### src/rtl/tp_pkg.sv
package tp_pkg;

    localparam int DATA_W   = 32;
    localparam int NUM_CH   = 5;
    localparam int NUM_PS   = 2;
    localparam int SPLIT_CH = 2;   // channels below this use prescaler 0
    localparam int PS_W     = 8;
    localparam int SEL_W    = 4;
    localparam int MAX_SEL  = 4;

    localparam logic [DATA_W-1:0] PRESCALE_RST = 32'h0000_0101;
    localparam logic [DATA_W-1:0] DIVSEL_RST   = 32'h0000_0000;

    typedef enum logic {
        WORD_PRESCALE = 1'b0,
        WORD_DIVSEL   = 1'b1
    } cfg_word_e;

    typedef struct packed {
        logic [DATA_W-1:0] prescale;
        logic [DATA_W-1:0] divsel;
    } cfg_words_t;

    // Prescaler index that feeds a channel
    function automatic int ps_of_ch(input int ch, input int split);
        return (ch < split) ? 0 : 1;
    endfunction

endpackage

### src/rtl/tp_cfg_regs.sv
module tp_cfg_regs
    import tp_pkg::*;
#(
    parameter int NCH = NUM_CH,
    parameter int NPS = NUM_PS,
    parameter int PW  = PS_W,
    parameter int SW  = SEL_W
) (
    input  logic                clk,
    input  logic                rst,
    input  logic                wr_en,
    input  logic                wr_sel,
    input  logic [DATA_W-1:0]   wr_data,
    input  logic                rd_sel,
    output logic [DATA_W-1:0]   rd_data,
    output logic [NPS-1:0][PW-1:0] presets,
    output logic [NCH-1:0][SW-1:0] sels
);

    cfg_words_t regs_q;
    cfg_word_e  wsel, rsel;

    assign wsel = cfg_word_e'(wr_sel);
    assign rsel = cfg_word_e'(rd_sel);

    always_ff @(posedge clk) begin
        if (rst) begin
            regs_q.prescale <= PRESCALE_RST;
            regs_q.divsel   <= DIVSEL_RST;
        end else if (wr_en) begin
            if (wsel == WORD_PRESCALE) regs_q.prescale <= wr_data;
            else                       regs_q.divsel   <= wr_data;
        end
    end

    always_comb begin
        rd_data = (rsel == WORD_PRESCALE) ? regs_q.prescale : regs_q.divsel;
    end

    for (genvar k = 0; k < NPS; k++) begin : g_ps_field
        assign presets[k] = regs_q.prescale[k*PW +: PW];
    end

    for (genvar n = 0; n < NCH; n++) begin : g_sel_field
        assign sels[n] = regs_q.divsel[n*SW +: SW];
    end

    AST_CFG_STORE: assert property (@(posedge clk) disable iff (rst)
        (wr_en && wr_sel == 1'b0) |=> (regs_q.prescale == $past(wr_data)));

endmodule

### src/rtl/tp_prescaler.sv
module tp_prescaler
    import tp_pkg::*;
#(
    parameter int PW = PS_W
) (
    input  logic          clk,
    input  logic          rst,
    input  logic [PW-1:0] preset,
    output logic          base
);

    logic [PW-1:0] cnt_q;

    assign base = (cnt_q == '0);

    always_ff @(posedge clk) begin
        if (rst)       cnt_q <= '0;
        else if (base) cnt_q <= preset;
        else           cnt_q <= cnt_q - 1'b1;
    end

    AST_PS_COUNTDOWN: assert property (@(posedge clk) disable iff (rst)
        (!base && !$past(rst)) |=> (cnt_q == $past(cnt_q) - 1'b1));

endmodule

### src/rtl/tp_postdiv.sv
module tp_postdiv
    import tp_pkg::*;
#(
    parameter int SW   = SEL_W,
    parameter int MAXS = MAX_SEL
) (
    input  logic          clk,
    input  logic          rst,
    input  logic          base,
    input  logic [SW-1:0] sel,
    output logic          tick
);

    localparam int CW = (MAXS < 1) ? 1 : MAXS;

    logic [CW-1:0] cnt_q;
    logic [CW-1:0] mask;
    logic          wrap;
    int unsigned   s_eff;

    always_comb begin
        s_eff = (int'(sel) > MAXS) ? MAXS : int'(sel);
        for (int i = 0; i < CW; i++) begin
            mask[i] = (i < s_eff);
        end
        wrap = ((cnt_q & mask) == mask);
    end

    always_ff @(posedge clk) begin
        if (rst) begin
            cnt_q <= '0;
            tick  <= 1'b0;
        end else begin
            tick <= base && wrap;
            if (base) cnt_q <= cnt_q + 1'b1;
        end
    end

    AST_TICK_FROM_BASE: assert property (@(posedge clk) disable iff (rst)
        tick |-> $past(base));

endmodule

### src/rtl/tick_prescaler.sv
module tick_prescaler
    import tp_pkg::*;
#(
    parameter int NCH   = NUM_CH,
    parameter int SPLIT = SPLIT_CH,
    parameter int PW    = PS_W,
    parameter int SW    = SEL_W,
    parameter int MAXS  = MAX_SEL
) (
    input  logic              clk,
    input  logic              rst,
    input  logic              wr_en,
    input  logic              wr_sel,
    input  logic [DATA_W-1:0] wr_data,
    input  logic              rd_sel,
    output logic [DATA_W-1:0] rd_data,
    output logic [NCH-1:0]    tick
);

    localparam int NPS = NUM_PS;

    logic [NPS-1:0][PW-1:0] presets;
    logic [NCH-1:0][SW-1:0] sels;
    logic [NPS-1:0]         base;

    tp_cfg_regs #(.NCH(NCH), .NPS(NPS), .PW(PW), .SW(SW)) u_cfg (
        .clk     (clk),
        .rst     (rst),
        .wr_en   (wr_en),
        .wr_sel  (wr_sel),
        .wr_data (wr_data),
        .rd_sel  (rd_sel),
        .rd_data (rd_data),
        .presets (presets),
        .sels    (sels)
    );

    for (genvar k = 0; k < NPS; k++) begin : g_ps
        tp_prescaler #(.PW(PW)) u_ps (
            .clk    (clk),
            .rst    (rst),
            .preset (presets[k]),
            .base   (base[k])
        );
    end

    for (genvar n = 0; n < NCH; n++) begin : g_ch
        localparam int PSI = ps_of_ch(n, SPLIT);

        tp_postdiv #(.SW(SW), .MAXS(MAXS)) u_pd (
            .clk  (clk),
            .rst  (rst),
            .base (base[PSI]),
            .sel  (sels[n]),
            .tick (tick[n])
        );

        AST_PULSE_GAP: assert property (@(posedge clk) disable iff (rst)
            (tick[n] && $past(presets[PSI]) != '0) |=> !tick[n]);
    end

    AST_PAIR_LOCKSTEP: assert property (@(posedge clk) disable iff (rst)
        (sels[0] == sels[1]) |=> (tick[0] == tick[1]));

endmodule

### config.mk
export PLATFORM = sky130hd
export DESIGN_NAME = tick_prescaler
export DESIGN_NICKNAME = d
export VERILOG_FILES = /design/src/rtl/tp_pkg.sv /design/src/rtl/tp_cfg_regs.sv /design/src/rtl/tp_prescaler.sv /design/src/rtl/tp_postdiv.sv /design/src/rtl/tick_prescaler.sv
export SDC_FILE = /design/constraint.sdc
export NUM_CORES = 1
export LEC_CHECK = 0
export BUFFER_PORTS_ARGS = -buffer_cell sky130_fd_sc_hd__buf_2
export CAP_MARGIN = 30
export CORE_MARGIN = 5
export CORE_UTILIZATION = 55
export DETAILED_ROUTE_END_ITERATION = 7
export GPL_ROUTABILITY_DRIVEN = 0
export GPL_TIMING_DRIVEN = 0
export PLACE_DENSITY = 0.82
export SYNTH_ARGS = -nofsm -noshare
export SYNTH_HDL_FRONTEND = slang
export SYNTH_SLANG_ARGS = --single-unit
### constraint.sdc
create_clock -name clk -period 5.25 [get_ports clk]
set_clock_uncertainty 0.05 [all_clocks]
set_input_delay 0.2625 -clock clk [delete_from_list [all_inputs] [get_ports clk]]
set_output_delay 0.2625 -clock clk [all_outputs]
set_load 0.01 [all_outputs]
==> metrics <==
Syn Nets 606; fin crit share 0.417; leakage power 2.10 nW; Min-Delay Path Depth 3; critical-path cell list inv_1 > ha_1 > or3b_2 > clkbuf_1 > clkbuf_1 > o31ai_1 > a21oi_1; worst-case clock buffer depth 2; most used cell along the critical path clkbuf_1; clk sinks 105; clk root buf clkbuf_8; antenna violations before repair 0; unrepaired setup endpoints after global routing no; worst r2r dst g_ch[0].u_pd.cnt_q[3]$_SDFFE_PP0P_; core box area 0.00822 mm²; Critical Path Source Type flop; outcome completed; Routed WL 12100 µm; die footprint 0.0104 mm²; Design Power 2.19 mW; Crit Path Max Fanout 10; final non-filler cell total 755; Max VDD drop 0.296 mV; number of synthesized flops with an enable pin 0; first-pass GRT wire length 19800 µm; antenna cells 0; Die Span Y 102 µm; crit-path max cell delay 0.46 ns; post-route ant nets 0; register area share after synthesis 0.451; max_slew headroom 0.398; post-DR wirelength/cell 16.0 µm; Mapped Avg Cell Area 8.29 µm²; Synth Warn # 0; Slew Limit Fails 0; CTS Buf Count 9; clk slew on worst S/H paths 0.10 ns; port bufs 71; share of the synthesized area in the top cell type 0.451; vias in the first global route 4259; Max-Cap Viols 0; fmax 457 MHz; largest net degree at the start of global routing 18; Pre-antenna DRT Iters 5; worst skew pair latency 0.36 ns; post_cts resized 0; grt ovf 0; via count 4367; CP endpoint kind flop; endpoints failing setup 0; Yosys top cell by area dfxtp_1; Final min period 2.19 ns; layout cell share with drive strength beyond 1 0.211; CTS tree done; worst setup path startpoint g_ps[0].u_ps.cnt_q[0]$_SDFF_PP0_; Synth Cell Area 0.00466 mm²; placed cells 739; # hold bufs at CTS 0; HPWL Detailed 8770 µm; Async SR Flop Fraction 0; Post-CTS Setup Repair Bufs 0; Data required, critical path 5.43 ns; DRC 0; Post-Synthesis Cells 562; HP Class primary input to flop; Initial Util 0.567; final hold violation count 0; Reg2Reg Depth 7; WP data arrival 2.37 ns; Layout area overhead 14.4%; GRT Overall Usage 0.237; Cell Rows 33; worst setup path class flop to flop; worst r2r src g_ps[0].u_ps.cnt_q[0]$_SDFF_PP0_; post-route setup TNS 0 ns; pre-CTS setup slack 3.11 ns; Top Family by Delay on Critical Path buffers and inverters; drt initial violations 267; die width 102 µm; nets@finish 689; Crit-path slowest cell or3b_2; reg-to-reg setup timing slack 3.06 ns; Synth Register Bits 105; hold_ws 0.0770 ns; source of the worst hold timing path wr_data[0]; # IOs 74; Distinct cells, synth 37; worst slew pin tran 0.894 ns; pwr dens 411 mW/mm²; Buf/Inv on CP 3; H-tree level count 3; top_reg_cell synth dfxtp_1; Hold Crit Endpoint u_cfg.presets[0]$_SDFFE_PP1P_; Setup WS post-layout 3.06 ns; Via density 5.78; Synth area leaders dfxtp_1 45%, nand2_1 11%, a21oi_1 9.5%
-- kinds of logic (layout without fill, tap and decap cells) --
kind of cell	count (synthesis)	in the layout	synth area share
and+or+nand+nor	210	210	0.205
AOI/OAI and AO/OA	140	140	0.178
DFF	105	105	0.451
buffers and inverters	62	150	0.0556
muxes	37	37	0.0894
adders and majority gates	7	7	0.0188
xor gates and xnor gates	1	1	0.00188
-- synth_stat cells, types with 2 or more instances --
library cell,count
nand2_1,134
dfxtp_1,105
a21oi_1,88
mux2_2,37
clkbuf_1,35
o21ai_0,19
inv_1,18
nand3_1,15
nor3_1,12
or3_1,11
o31ai_1,9
nor2_1,8
or4_1,8
ha_1,7
nor2b_1,7
buf_4,5
o22a_1,5
a2111oi_2,4
a211oi_1,4
a311oi_1,4
buf_1,3
nor4_1,3
o211ai_1,3
and2_1,2
nand2b_1,2
nand3b_1,2
nor3b_1,2
-- flip-flops by register name (all words and copies together), names as in the netlist --
| signal | count |
|---|---|
| u_cfg.regs_q | 28 |
| u_cfg.sels | 20 |
| g_ps.u_ps.cnt_q | 16 |
| g_ch.u_pd.cnt_q | 20 |
| g_ch.u_pd.tick | 5 |
| u_cfg.presets | 16 |
-- worst max path at each step --
stage / endpoint / slack (ns) / cells past startpoint
finish: g_ch[0].u_pd.cnt_q[3]$_SDFFE_PP0P_ / 3.06 / 7
global route: g_ps[0].u_ps.cnt_q[1]$_SDFF_PP0_ / 2.94 / 5
CTS: g_ch[0].u_pd.cnt_q[3]$_SDFFE_PP0P_ / 3.08 / 7
detailed placement: g_ch[2].u_pd.cnt_q[0]$_SDFFE_PP0P_ / 3.11 / 7
global placement: g_ch[0].u_pd.tick$_SDFF_PP0_ / 3.15 / 6
floorplan: g_ch[0].u_pd.cnt_q[3]$_SDFFE_PP0P_ / 3.35 / 6
-- cell type report --
class	count	area (µm²)
Fill cell	712	2890
Multi-Input combinational cell	395	2300
Sequential cell	105	2100
Timing Repair Buffer	72	360
Buffer	44	191
Clock buffer	11	141
Tap cell	105	131
Inverter	18	67.6
Clock inverter	5	38.8
-- tightest hold or removal path, stage by stage --
cell and delay [ns]:
buf_2 0.09, nand2_1 0.05, nand3b_1 0.07
-- report_power, final --
part | leakage (nW) | switching (mW) | internal (mW) | total [mW]
Clock | 0.0899 | 0.272 | 0.188 | 0.460
Sequential | 0.858 | 0.114 | 0.901 | 1.02
Combinational | 1.15 | 0.435 | 0.280 | 0.715
Total | 2.10 | 0.820 | 1.37 | 2.19
-- routing by layer --
metal	vias up	GRT usage	wire [µm]
met5	-	0	0
met4	0	0.0605	204
met3	19	0.0546	680
met2	134	0.417	6150
met1	2104	0.294	5060
li1	2110	-	-
-- per-stage QoR --
stage	utilization	instance area, µm²
floorplan	-	4660
global placement	0.626	5150
detailed placement	0.627	5150
CTS	0.649	5330
global route	0.649	5330
finish	0.649	5330
-- cell usage in the layout (no fill, tap or decap), types with 2 or more instances in the layout --
cell,instances
a211oi_1,4
buf_4,5
clkbuf_8,10
nand2b_1,2
mux2_2,37
dfxtp_1,105
nand3_1,15
o211ai_1,3
buf_2,72
or4_1,8
nor4_1,3
a311oi_1,4
or3_1,11
a21oi_1,88
nor3b_1,2
and2_1,2
nand2_1,134
nor3_1,12
nor2b_1,7
o31ai_1,9
nor2_1,8
inv_1,18
o21ai_0,19
a2111oi_2,4
ha_1,7
buf_1,3
clkbuf_1,36
clkinv_4,2
o22a_1,5
nand3b_1,2
Note: power is estimated with default switching activity, not from simulation.
